$ cat src/rtl/ebus_area_pkg.sv
`timescale 1ns/1ps
package ebus_area_pkg;

   localparam int EBUS_DATA_W = 16;

   typedef enum logic [1:0] {
      ST_IDLE = 2'd0,
      ST_GAP  = 2'd1,
      ST_ACC  = 2'd2
   } ebus_state_e;

endpackage

$ cat src/rtl/ebus_area_sel.sv
`timescale 1ns/1ps
module ebus_area_sel #(
   parameter int ADDR_W    = 24,
   parameter int AREA_BITS = 3,
   parameter int WAIT_W    = 2,
   localparam int N_AREAS  = 1 << AREA_BITS,
   localparam int AREA_LSB = ADDR_W - AREA_BITS
) (
   input  logic [ADDR_W-1:0]         addr,
   input  logic                      active,
   input  logic [N_AREAS-1:0]        cfg_wide,
   input  logic [N_AREAS-1:0]        cfg_three,
   input  logic [N_AREAS*WAIT_W-1:0] cfg_wait,
   output logic [AREA_BITS-1:0]      area,
   output logic                      wide,
   output logic                      three,
   output logic [WAIT_W-1:0]         waitc,
   output logic [N_AREAS-1:0]        cs_n
);

   assign area  = addr[AREA_LSB +: AREA_BITS];
   assign wide  = cfg_wide[area];
   assign three = cfg_three[area];
   assign waitc = cfg_wait[int'(area)*WAIT_W +: WAIT_W];

   for (genvar i = 0; i < N_AREAS; i++) begin : g_cs
      assign cs_n[i] = !(active && (area == AREA_BITS'(i)));
   end

endmodule

$ cat src/rtl/ebus_cycle_len.sv
`timescale 1ns/1ps
module ebus_cycle_len #(
   parameter int  WAIT_W      = 2,
   parameter bit  BURST_AREA0 = 1'b1,
   localparam int LEN_W       = $clog2(4 + (1 << WAIT_W))
) (
   input  logic              three,
   input  logic [WAIT_W-1:0] waitc,
   input  logic              cont,
   input  logic              burst_two,
   output logic [LEN_W-1:0]  len
);

   logic [LEN_W-1:0] base_len;

   assign base_len = three ? (LEN_W'(3) + LEN_W'(waitc)) : LEN_W'(2);

   if (BURST_AREA0) begin : g_burst
      assign len = cont ? (burst_two ? LEN_W'(2) : LEN_W'(1)) : base_len;
   end else begin : g_plain
      logic unused_burst;
      assign unused_burst = cont ^ burst_two;
      assign len = base_len;
   end

endmodule

$ cat src/rtl/ebus_lane.sv
`timescale 1ns/1ps
module ebus_lane (
   input  logic        wide,
   input  logic        word,
   input  logic        a0,
   input  logic [15:0] wbuf,
   input  logic [15:0] din,
   input  logic [7:0]  rhold,
   output logic [15:0] dout,
   output logic [15:0] rword
);

   logic [7:0] wbyte;
   logic [7:0] rbyte;

   always_comb begin
      if (word) wbyte = a0 ? wbuf[7:0] : wbuf[15:8];
      else      wbyte = wbuf[7:0];
      dout = (wide && word) ? wbuf : {wbyte, wbyte};
   end

   always_comb begin
      rbyte = (wide && !a0) ? din[15:8] : din[7:0];
      if (word) rword = wide ? din : {rhold, din[7:0]};
      else      rword = {8'h00, rbyte};
   end

endmodule

$ cat src/rtl/ebus_area_ctrl.sv
`timescale 1ns/1ps
module ebus_area_ctrl
   import ebus_area_pkg::*;
#(
   parameter int ADDR_W      = 24,
   parameter int AREA_BITS   = 3,
   parameter int WAIT_W      = 2,
   parameter int BURST_BLK_W = 4,
   parameter bit BURST_AREA0 = 1'b1,
   localparam int N_AREAS    = 1 << AREA_BITS,
   localparam int AREA_LSB   = ADDR_W - AREA_BITS,
   localparam int LEN_W      = $clog2(4 + (1 << WAIT_W)),
   localparam int DW         = EBUS_DATA_W
) (
   input  logic                      clk,
   input  logic                      rst_n,
   input  logic                      req_valid,
   input  logic                      req_write,
   input  logic                      req_word,
   input  logic [ADDR_W-1:0]         req_addr,
   input  logic [DW-1:0]             req_wdata,
   output logic                      req_ready,
   output logic [DW-1:0]             req_rdata,
   input  logic [N_AREAS-1:0]        cfg_wide,
   input  logic [N_AREAS-1:0]        cfg_three,
   input  logic [N_AREAS*WAIT_W-1:0] cfg_wait,
   input  logic                      cfg_burst_en,
   input  logic                      cfg_burst_two,
   input  logic                      cfg_gap_rr,
   input  logic                      cfg_gap_rw,
   output logic [ADDR_W-1:0]         ext_addr,
   output logic [N_AREAS-1:0]        ext_cs_n,
   output logic                      ext_rd_n,
   output logic                      ext_wr_n,
   output logic [DW-1:0]             ext_dout,
   output logic                      ext_dout_en,
   input  logic [DW-1:0]             ext_din
);

   if (AREA_BITS < 1 || AREA_BITS > 4) begin : g_chk_area
      $error("AREA_BITS out of range");
   end
   if (WAIT_W < 1 || WAIT_W > 4) begin : g_chk_wait
      $error("WAIT_W out of range");
   end
   if (ADDR_W < AREA_BITS + BURST_BLK_W + 1) begin : g_chk_addr
      $error("ADDR_W too small for areas and burst block");
   end

   ebus_state_e              st_q;
   logic [ADDR_W-1:0]        addr_q;
   logic                     we_q, word_q;
   logic [DW-1:0]            wbuf_q;
   logic [LEN_W-1:0]         phase_q;
   logic [7:0]               rhold_q;
   logic                     ready_q;
   logic [DW-1:0]            rdata_q;
   logic                     h_valid_q, h_read_q, h_burst_q;
   logic [AREA_BITS-1:0]     h_area_q;
   logic [ADDR_W-BURST_BLK_W-1:0] h_blk_q;

   logic [AREA_BITS-1:0]     cur_area, req_area;
   logic                     cur_wide, cur_three;
   logic [WAIT_W-1:0]        cur_wait;
   logic [LEN_W-1:0]         len;
   logic                     cont, acc, last_st, more, take, need_gap;
   logic [DW-1:0]            rword;

   assign acc = (st_q == ST_ACC);

   ebus_area_sel #(.ADDR_W(ADDR_W), .AREA_BITS(AREA_BITS), .WAIT_W(WAIT_W)) u_sel (
      .addr(addr_q), .active(acc), .cfg_wide(cfg_wide), .cfg_three(cfg_three),
      .cfg_wait(cfg_wait), .area(cur_area), .wide(cur_wide), .three(cur_three),
      .waitc(cur_wait), .cs_n(ext_cs_n)
   );

   if (BURST_AREA0) begin : g_cont
      assign cont = cfg_burst_en && h_valid_q && h_burst_q && !we_q &&
                    (cur_area == '0) &&
                    (addr_q[ADDR_W-1:BURST_BLK_W] == h_blk_q);
   end else begin : g_nocont
      assign cont = 1'b0;
   end

   ebus_cycle_len #(.WAIT_W(WAIT_W), .BURST_AREA0(BURST_AREA0)) u_len (
      .three(cur_three), .waitc(cur_wait), .cont(cont),
      .burst_two(cfg_burst_two), .len(len)
   );

   ebus_lane u_lane (
      .wide(cur_wide), .word(word_q), .a0(addr_q[0]), .wbuf(wbuf_q),
      .din(ext_din), .rhold(rhold_q), .dout(ext_dout), .rword(rword)
   );

   assign req_area = req_addr[AREA_LSB +: AREA_BITS];
   assign take     = (st_q == ST_IDLE) && req_valid && !ready_q;
   assign need_gap = h_valid_q && h_read_q &&
                     (req_write ? cfg_gap_rw : (cfg_gap_rr && (req_area != h_area_q)));
   assign last_st  = acc && (phase_q == len - LEN_W'(1));
   assign more     = word_q && !cur_wide && !addr_q[0];

   always_ff @(posedge clk or negedge rst_n) begin
      if (!rst_n) begin
         st_q      <= ST_IDLE;
         addr_q    <= '0;
         we_q      <= 1'b0;
         word_q    <= 1'b0;
         wbuf_q    <= '0;
         phase_q   <= '0;
         rhold_q   <= '0;
         ready_q   <= 1'b0;
         rdata_q   <= '0;
         h_valid_q <= 1'b0;
         h_read_q  <= 1'b0;
         h_burst_q <= 1'b0;
         h_area_q  <= '0;
         h_blk_q   <= '0;
      end else begin
         ready_q <= 1'b0;
         case (st_q)
            ST_IDLE: begin
               if (take) begin
                  addr_q  <= req_word ? {req_addr[ADDR_W-1:1], 1'b0} : req_addr;
                  we_q    <= req_write;
                  word_q  <= req_word;
                  wbuf_q  <= req_wdata;
                  phase_q <= '0;
                  st_q    <= need_gap ? ST_GAP : ST_ACC;
               end
            end
            ST_GAP: st_q <= ST_ACC;
            ST_ACC: begin
               if (last_st) begin
                  h_valid_q <= 1'b1;
                  h_read_q  <= !we_q;
                  h_area_q  <= cur_area;
                  h_burst_q <= !we_q && (cur_area == '0) && cfg_burst_en;
                  h_blk_q   <= addr_q[ADDR_W-1:BURST_BLK_W];
                  phase_q   <= '0;
                  if (more) begin
                     addr_q[0] <= 1'b1;
                     rhold_q   <= ext_din[7:0];
                  end else begin
                     st_q    <= ST_IDLE;
                     ready_q <= 1'b1;
                     if (!we_q) rdata_q <= rword;
                  end
               end else begin
                  phase_q <= phase_q + LEN_W'(1);
               end
            end
            default: st_q <= ST_IDLE;
         endcase
      end
   end

   assign req_ready   = ready_q;
   assign req_rdata   = rdata_q;
   assign ext_addr    = addr_q;
   assign ext_rd_n    = !(acc && !we_q);
   assign ext_wr_n    = !(acc && we_q && (phase_q != '0));
   assign ext_dout_en = acc && we_q;

   // Assertions
   p_cs_onehot_r1: assert property (@(posedge clk) disable iff (!rst_n)
      $onehot0(~ext_cs_n));
   p_ready_pulse_r4: assert property (@(posedge clk) disable iff (!rst_n)
      req_ready |=> !req_ready);
   p_no_dual_strobe_r6: assert property (@(posedge clk) disable iff (!rst_n)
      !(!ext_rd_n && !ext_wr_n));
   p_wr_setup_r6: assert property (@(posedge clk) disable iff (!rst_n)
      (acc && phase_q == '0) |-> ext_wr_n);
   p_one_state_area0_r7: assert property (@(posedge clk) disable iff (!rst_n)
      (acc && len == LEN_W'(1)) |-> (!ext_cs_n[0] && !ext_rd_n));
   p_gap_quiet_r9: assert property (@(posedge clk) disable iff (!rst_n)
      (st_q == ST_GAP) |-> (&ext_cs_n && ext_rd_n && ext_wr_n));
   p_hold_stable_r11: assert property (@(posedge clk) disable iff (!rst_n)
      (acc && phase_q != '0) |-> ($stable(ext_addr) && $stable(ext_cs_n)));

endmodule

$ cat config.mk
export PLATFORM = sky130hd
export DESIGN_NAME = ebus_area_ctrl
export DESIGN_NICKNAME = d
export VERILOG_FILES = /design/src/rtl/ebus_area_pkg.sv /design/src/rtl/ebus_area_sel.sv /design/src/rtl/ebus_cycle_len.sv /design/src/rtl/ebus_lane.sv /design/src/rtl/ebus_area_ctrl.sv
export SDC_FILE = /design/constraint.sdc
export NUM_CORES = 1
export LEC_CHECK = 0
export CAP_MARGIN = 5
export CORE_UTILIZATION = 40
export DETAILED_ROUTE_END_ITERATION = 12
export GPL_ROUTABILITY_DRIVEN = 0
export PLACE_DENSITY_LB_ADDON = 0.12
export SLEW_MARGIN = 0
export SYNTH_ARGS = -nofsm -noshare
export SYNTH_HDL_FRONTEND = slang
export SYNTH_SLANG_ARGS = --single-unit
$ cat constraint.sdc
create_clock -name clk -period 4.5 [get_ports clk]
set_clock_uncertainty 0.1 [all_clocks]
set_input_delay 1.125 -clock clk [delete_from_list [all_inputs] [get_ports clk]]
set_output_delay 1.125 -clock clk [all_outputs]
set_load 0.05 [all_outputs]
; ---- Word-level counts from Yosys, hierarchy flattened
; Index checks and enable logic that the tools add are counted.
; Widths: inputs -> output; s select.
[word_totals]
elab_cells = 121
in_bits = 97
mem_count = 0
output_inout_bits = 68
ram_bits = 0
romBits = 0
reg_bits = 98
latchBits = 0
[op_classes]
n_eq_ne = 16
n_bitwise = 2
div = 0
mul = 0
shift = 1
mux = 30
add_sub_neg = 3
reduce_logical = 53
n_lt_le_gt_ge = 1
[ops]
columns = operator, count
row1 = $mux 16, 3
row2 = $logic_and 1x1->1, 28
row3 = $mux 8, 3
row4 = $eq 20x20->1, 1
row5 = $shiftx 16x5->2, 1
row6 = $logic_not 1->1, 14
row7 = $eq 3x3->1 const B, 4
row8 = $mux 3, 4
row9 = $mux 1, 10
row10 = $mux 2, 5
row11 = $reduce_and 4->1, 2
row12 = $bmux 1 s3, 2
row13 = $eq 3x2->1 const B, 2
row14 = $pmux 2 s3, 1
row15 = $pmux 3 s2, 1
row16 = $reduce_and 2->1, 3
row17 = $reduce_and 3->1, 2
row18 = $lt 3x4->1 const B, 1
row19 = $ne 2x1->1 const B, 2
row20 = $ne 2x2->1 const B, 2
row21 = $add 2x2->3 const A, 1
row22 = $add 3x1->3 const B, 1
row23 = $eq 3x1->1 const B, 1
row24 = $eq 3x3->1, 1
row25 = other kinds (10), 11

; ---- Longest topological paths before layout
[logic_depth]
depth_word = 11
mapped_depth = 15
depth_no_buf = 12

; ---- Hierarchy
; A second synthesis with hierarchy kept.
[hier_totals]
hier_cells = 385
hier_area_um2 = 5049.8
[by_module_without_submodules]
columns = module, cells_per_inst, area_per_inst_um2, instances, seq_area_each_um2
row1 = ebus_area_ctrl, 282, 4131.5, 1, 2452.4
row2 = ebus_lane, 46, 473.0, 1, 0.0
row3 = ebus_area_sel, 48, 385.4, 1, 0.0
row4 = ebus_cycle_len, 9, 60.1, 1, 0.0

; ---- Worst setup path after synthesis
; Ideal clock, no wire load.
[synth_timing]
path_kind = input -> register
startpoint = in cfg_wait[10]
endpoint = reg rdata_q[10], in the netlist req_rdata[10]
setup_slack_ps = 559
t_arrival_ps = 3715
path_buffers = 2
t_required_ps = 4275
path_stages = 13
setup_time_ps = 125
path_cell_list = mux4_2 mux2i_4 ha_1 inv_1 o31ai_1 ha_1 xor2_1 xnor2_1 nand4_1 or3b_1 buf_4 buf_6 mux2_4
[synth_via]
elab_chain_cells = 8
[synth_lines]
columns = element, line
row1 = start: declaration, ebus_area_ctrl.sv:26  ; input logic [N_AREAS*WAIT_W-1:0] cfg_wait,
row2 = $shiftx 16x5->2, ebus_area_sel.sv:24  ; assign waitc = cfg_wait[int'(area)*WAIT_W +: WAIT_W];
row3 = $add 2x2->3, ebus_cycle_len.sv:16  ; assign base_len = three ? (LEN_W'(3) + LEN_W'(waitc)) : LEN_W'(2);
row4 = $mux 3, ebus_cycle_len.sv:16
row5 = $mux 3, ebus_cycle_len.sv:19  ; assign len = cont ? (burst_two ? LEN_W'(2) : LEN_W'(1)) : base_len;
row6 = $sub 3x1->3, ebus_area_ctrl.sv:99  ; assign last_st = acc && (phase_q == len - LEN_W'(1));
row7 = $eq 3x3->1, ebus_area_ctrl.sv:99
row8 = $logic_and 1x1->1, ebus_area_ctrl.sv:99
row9 = $reduce_and 4->1 (no source line), n/a
row10 = end signal: assignment, ebus_area_ctrl.sv:146  ; if (!we_q) rdata_q <= rword;
row11 = end: declaration, ebus_area_ctrl.sv:57  ; logic [DW-1:0] rdata_q;
; No other way between the ends.
; A chain may end at the register's enable or synchronous reset.

; ---- Final worst setup path
[layout_timing]
startpoint = in cfg_wide[7]
endpoint = out ext_dout[6]
[layout_via]
elab_chain_cells = 4
[layout_lines]
columns = element, line
row1 = start: declaration, ebus_area_ctrl.sv:24  ; input logic [N_AREAS-1:0] cfg_wide,
row2 = $bmux 1 s3, ebus_area_sel.sv:22  ; assign wide = cfg_wide[area];
row3 = $mux 1 (not written as such), ebus_area_sel.sv:22
row4 = $logic_and 1x1->1, ebus_lane.sv:19  ; dout = (wide && word) ? wbuf : {wbyte, wbyte};
row5 = $mux 16, ebus_lane.sv:19
row6 = end: declaration, ebus_area_ctrl.sv:35  ; output logic [DW-1:0] ext_dout,
; No other way between the ends. The select of a mux whose other input is x is not followed.

==> results.md <==
* **result of the run** completed
* **Buffers on Ports** 164
* **element type at the critical path start** primary input
* **post-synthesis to final-layout area growth** 44.8%
* **max-slew headroom at the worst pin** 0.434
* **Crit Path Max Fanout** 8
* **count of fill cells added during filler insertion** 1014
* **Post-Synth Simple-Gate Area** 0.0747
* **largest family of logic cells by synthesized area** multiplexers
* **number of nets produced by synthesis** 471
* **Total Nets Final** 638
* **clock tree from TritonCTS** built
* **maximum root-to-sink buffer count** 2
* **multiplexer share of the synthesized area** 0.329
* **Avg WL per Cell** 16.4 um
* **Mean Syn Cell Area** 13.2 um^2
* **chip width** 113 um
* **HPWL after DPL** 8.47 mm
* **Cell Rows** 40
* **TritonRoute pass-1 iters** 6
* **category of the worst setup path capture point** output pin
* **insertion delay to the later sink of the worst-skew pair** 0.34 ns
* **count of state elements after synthesis** 95
* **clock-pin slew on the worst setup and hold paths** 0.06 ns
* **post-route fraction of the period consumed by the critical path** 0.976
* **Starting DRT DRC Count** 75
* **routed wire length** 11.3 mm
* **CTS buffer count** 9
* **crit path time final** 4.39 ns
* **maximum number of pins on one net before global-route repair** 67
* **number of global-route vias before repair** 3641
* **die area** 12700 um^2
* **die outline height** 113 um
* **share of synthesized cell area in full adder, half adder and majority cells** 0.0102
* **number of levels in the clock H-tree** 3
* **Worst Path Required** 3.27 ns
* **DRT antenna net count** 0
* **total count of hold-check failures in the final report** 0
* **xor/xnor share of the synthesized area** 0.0465
* **class of the tightest hold or removal check** reg -> reg
* **Slew @ Worst Pin** 0.849 ns
* **Max Transition Viols Final** 0
* **maximum achievable frequency** 0.228 GHz
* **final core occ** 0.592
* **Max-Cap Viols** 0
* **distinct cell type count of the synthesized netlist** 42
* **cell at the root of the clock tree** sky130_fd_sc_hd__clkbuf_16
* **post-CTS setup buffer count** 0
* **antenna violations before repair** 0
* **number of clock sinks seen by CTS** 95
* **number of cells produced by synthesis** 370
* **synthesized-area fraction occupied by ao, oa, aoi and oai cells** 0.0269
* **wire length of the first global-routing pass** 18.5 mm
* **area used by multi-input combinational logic** 2400 um^2
* **Cell Area, Synth** 4890 um^2
* **number of warnings printed during yosys synthesis** 0
* **Seq/Total Area, Yosys** 0.486
* **fraction of final layout cells with drive strength greater than 1** 0.314
* **core area** 12000 um^2
* **number of design rule violations left after detail routing** 0
* **ratio of routed vias to standard cells** 5.06
* **total overflow reported by the global router** 0
* **unrepaired setup endpoints after global routing** false
* **antenna cells** 0
* **total area of sequential cells** 2380 um^2
* **arrival time of data at the critical path endpoint** 3.17 ns
* **initial core utilization** 0.409
* **Finished Layout Cells** 689
* **Via Count** 3486
* **aggregate global-route resource usage** 0.189
* **number of top-level design ports** 165
* **critical path class** in -> out
* **DP Cell Count** 673
* **final setup violation count** 0
[through the flow]
| step | setup WS [ns] | cell area [um^2] | TNS [ns] | hold WS [ns] |
|---|---|---|---|---|
| floorplan | 0.559 | 4890 | 0 | 0.365 |
| global placement | -0.0697 | 6780 | -1.01 | 0.380 |
| detailed placement | -0.102 | 6780 | -1.84 | 0.393 |
| CTS | 0.0318 | 7070 | 0 | 0.408 |
| global route | 0.00955 | 7080 | 0 | 0.416 |
| finish | 0.109 | 7080 | 0 | 0.404 |
[state kept, by name (all words and copies together), names as in the netlist, 2 cells and up]
name       cells
rhold_q        8
wbuf_q        16
h_area_q       3
req_rdata     16
phase_q        3
st_q           2
ext_addr      24
h_blk_q       17
[final timing paths]
| kind | from | endpoint | slack [ns] | cells after the start |
|---|---|---|---|---|
| setup reg to reg | ext_addr[21] | req_rdata[13] | 0.48 | 14 |
| hold / removal | h_read_q | h_read_q | 0.40 | 2 |
| setup / recovery | cfg_wide[7] | ext_dout[6] | 0.11 | 8 |
| hold reg to reg | h_read_q | h_read_q | 0.40 | 2 |
| max in group asynchronous | rst_n | rhold_q[7] | 2.57 | 2 |
| min in group asynchronous | rst_n | phase_q[1] | 0.77 | 1 |
[final cells by class]
cell class,instances,area share
multi-input cells,248,0.340
flip-flops and latches,95,0.336
repair buffers,176,0.254
clock buffers,9,0.0318
well taps,147,0.0260
clock inverters,7,0.00901
inverters,7,0.00371
[cell usage after synthesis (all sizes together)]
| cell | number | area [um^2] |
|---|---|---|
| and2 | 1 | 6.26 |
| mux2 | 110 | 1280 |
| or2 | 1 | 6.26 |
| a21o | 2 | 15.0 |
| nand3 | 6 | 30.0 |
| nor4b | 1 | 8.76 |
| o22a | 1 | 8.76 |
| o211ai | 1 | 7.51 |
| and3 | 2 | 12.5 |
| clkbuf | 7 | 26.3 |
| or3 | 1 | 6.26 |
| a21boi | 1 | 7.51 |
| xnor2 | 17 | 149 |
| and4 | 1 | 8.76 |
| nand3b | 1 | 7.51 |
| nand4b | 2 | 17.5 |
| nor2b | 12 | 75.1 |
| dfrtp | 95 | 2380 |
| nand2 | 14 | 52.6 |
| a311oi | 1 | 8.76 |
| o22ai | 1 | 6.26 |
| nor4 | 3 | 25.0 |
| mux4 | 8 | 180 |
| nand4 | 5 | 31.3 |
| xor2 | 9 | 78.8 |
| buf | 13 | 78.8 |
| nor3 | 2 | 10.0 |
| o21ai | 7 | 35.0 |
| or3b | 1 | 8.76 |
| o31ai | 4 | 30.0 |
| inv | 7 | 26.3 |
| a31oi | 2 | 12.5 |
| mux2i | 14 | 153 |
| nand2b | 3 | 18.8 |
| ha | 4 | 50.1 |
| nor2 | 10 | 40.0 |
[critical path: stages]
cell	delay, ns
sky130_fd_sc_hd__clkdlybuf4s50_1	0.41
sky130_fd_sc_hd__mux4_2	0.50
sky130_fd_sc_hd__mux2i_4	0.20
sky130_fd_sc_hd__buf_4	0.15
sky130_fd_sc_hd__nand3b_1	0.10
sky130_fd_sc_hd__buf_4	0.21
sky130_fd_sc_hd__mux2_2	0.31
sky130_fd_sc_hd__buf_12	0.15
[cell usage in the layout (no fill, tap or decap), types with 3 or more instances in the layout]
master                            Yosys  routed
sky130_fd_sc_hd__o21ai_0              7       7
sky130_fd_sc_hd__o31ai_1              4       4
sky130_fd_sc_hd__ha_1                 4       4
sky130_fd_sc_hd__dfrtp_1             95      95
sky130_fd_sc_hd__nand2b_1             3       3
sky130_fd_sc_hd__mux4_2               8       8
sky130_fd_sc_hd__nor2_1               9       9
sky130_fd_sc_hd__buf_12               0       9
sky130_fd_sc_hd__xnor2_1             17      17
sky130_fd_sc_hd__mux2_2             100     100
sky130_fd_sc_hd__buf_4                3      20
sky130_fd_sc_hd__nand4_1              5       5
sky130_fd_sc_hd__clkbuf_16            0       9
sky130_fd_sc_hd__nand3_1              6       6
sky130_fd_sc_hd__inv_1                7       7
sky130_fd_sc_hd__nor2b_1             12      12
sky130_fd_sc_hd__mux2_4              10      10
sky130_fd_sc_hd__nand2_1             14      14
sky130_fd_sc_hd__xor2_1               9       9
sky130_fd_sc_hd__mux2i_1             13      12
sky130_fd_sc_hd__clkdlybuf4s50_1      0     147
[logic make-up (layout without fill, tap and decap cells)]
| group | Yosys count | in the layout |
|---|---|---|
| AOI/OAI and AO/OA | 20 | 20 |
| xor gates and xnor gates | 26 | 26 |
| adders and majority gates | 4 | 4 |
| buffers and inverters | 27 | 199 |
| DFF | 95 | 95 |
| muxes | 132 | 132 |
| and+or+nand+nor | 66 | 66 |
[layer usage]
layer,track usage,routed length (um),vias to the layer above
met5,0,0,-
met4,0.0702,165,0
met3,0.0410,449,12
met2,0.331,5920,75
met1,0.228,4760,1745
li1,-,-,1654
[repair_timing]
item | CTS | global route
resized for setup | 1 | 1
endpoints found under the setup margin | 8 | 8
endpoints found under the hold margin | 0 | 0
cloned | 0 | 0
hold buffers | 0 | 0
Power is not shown: default switching activity piles up to over one toggle a cycle in this logic, so the estimate is an artifact.
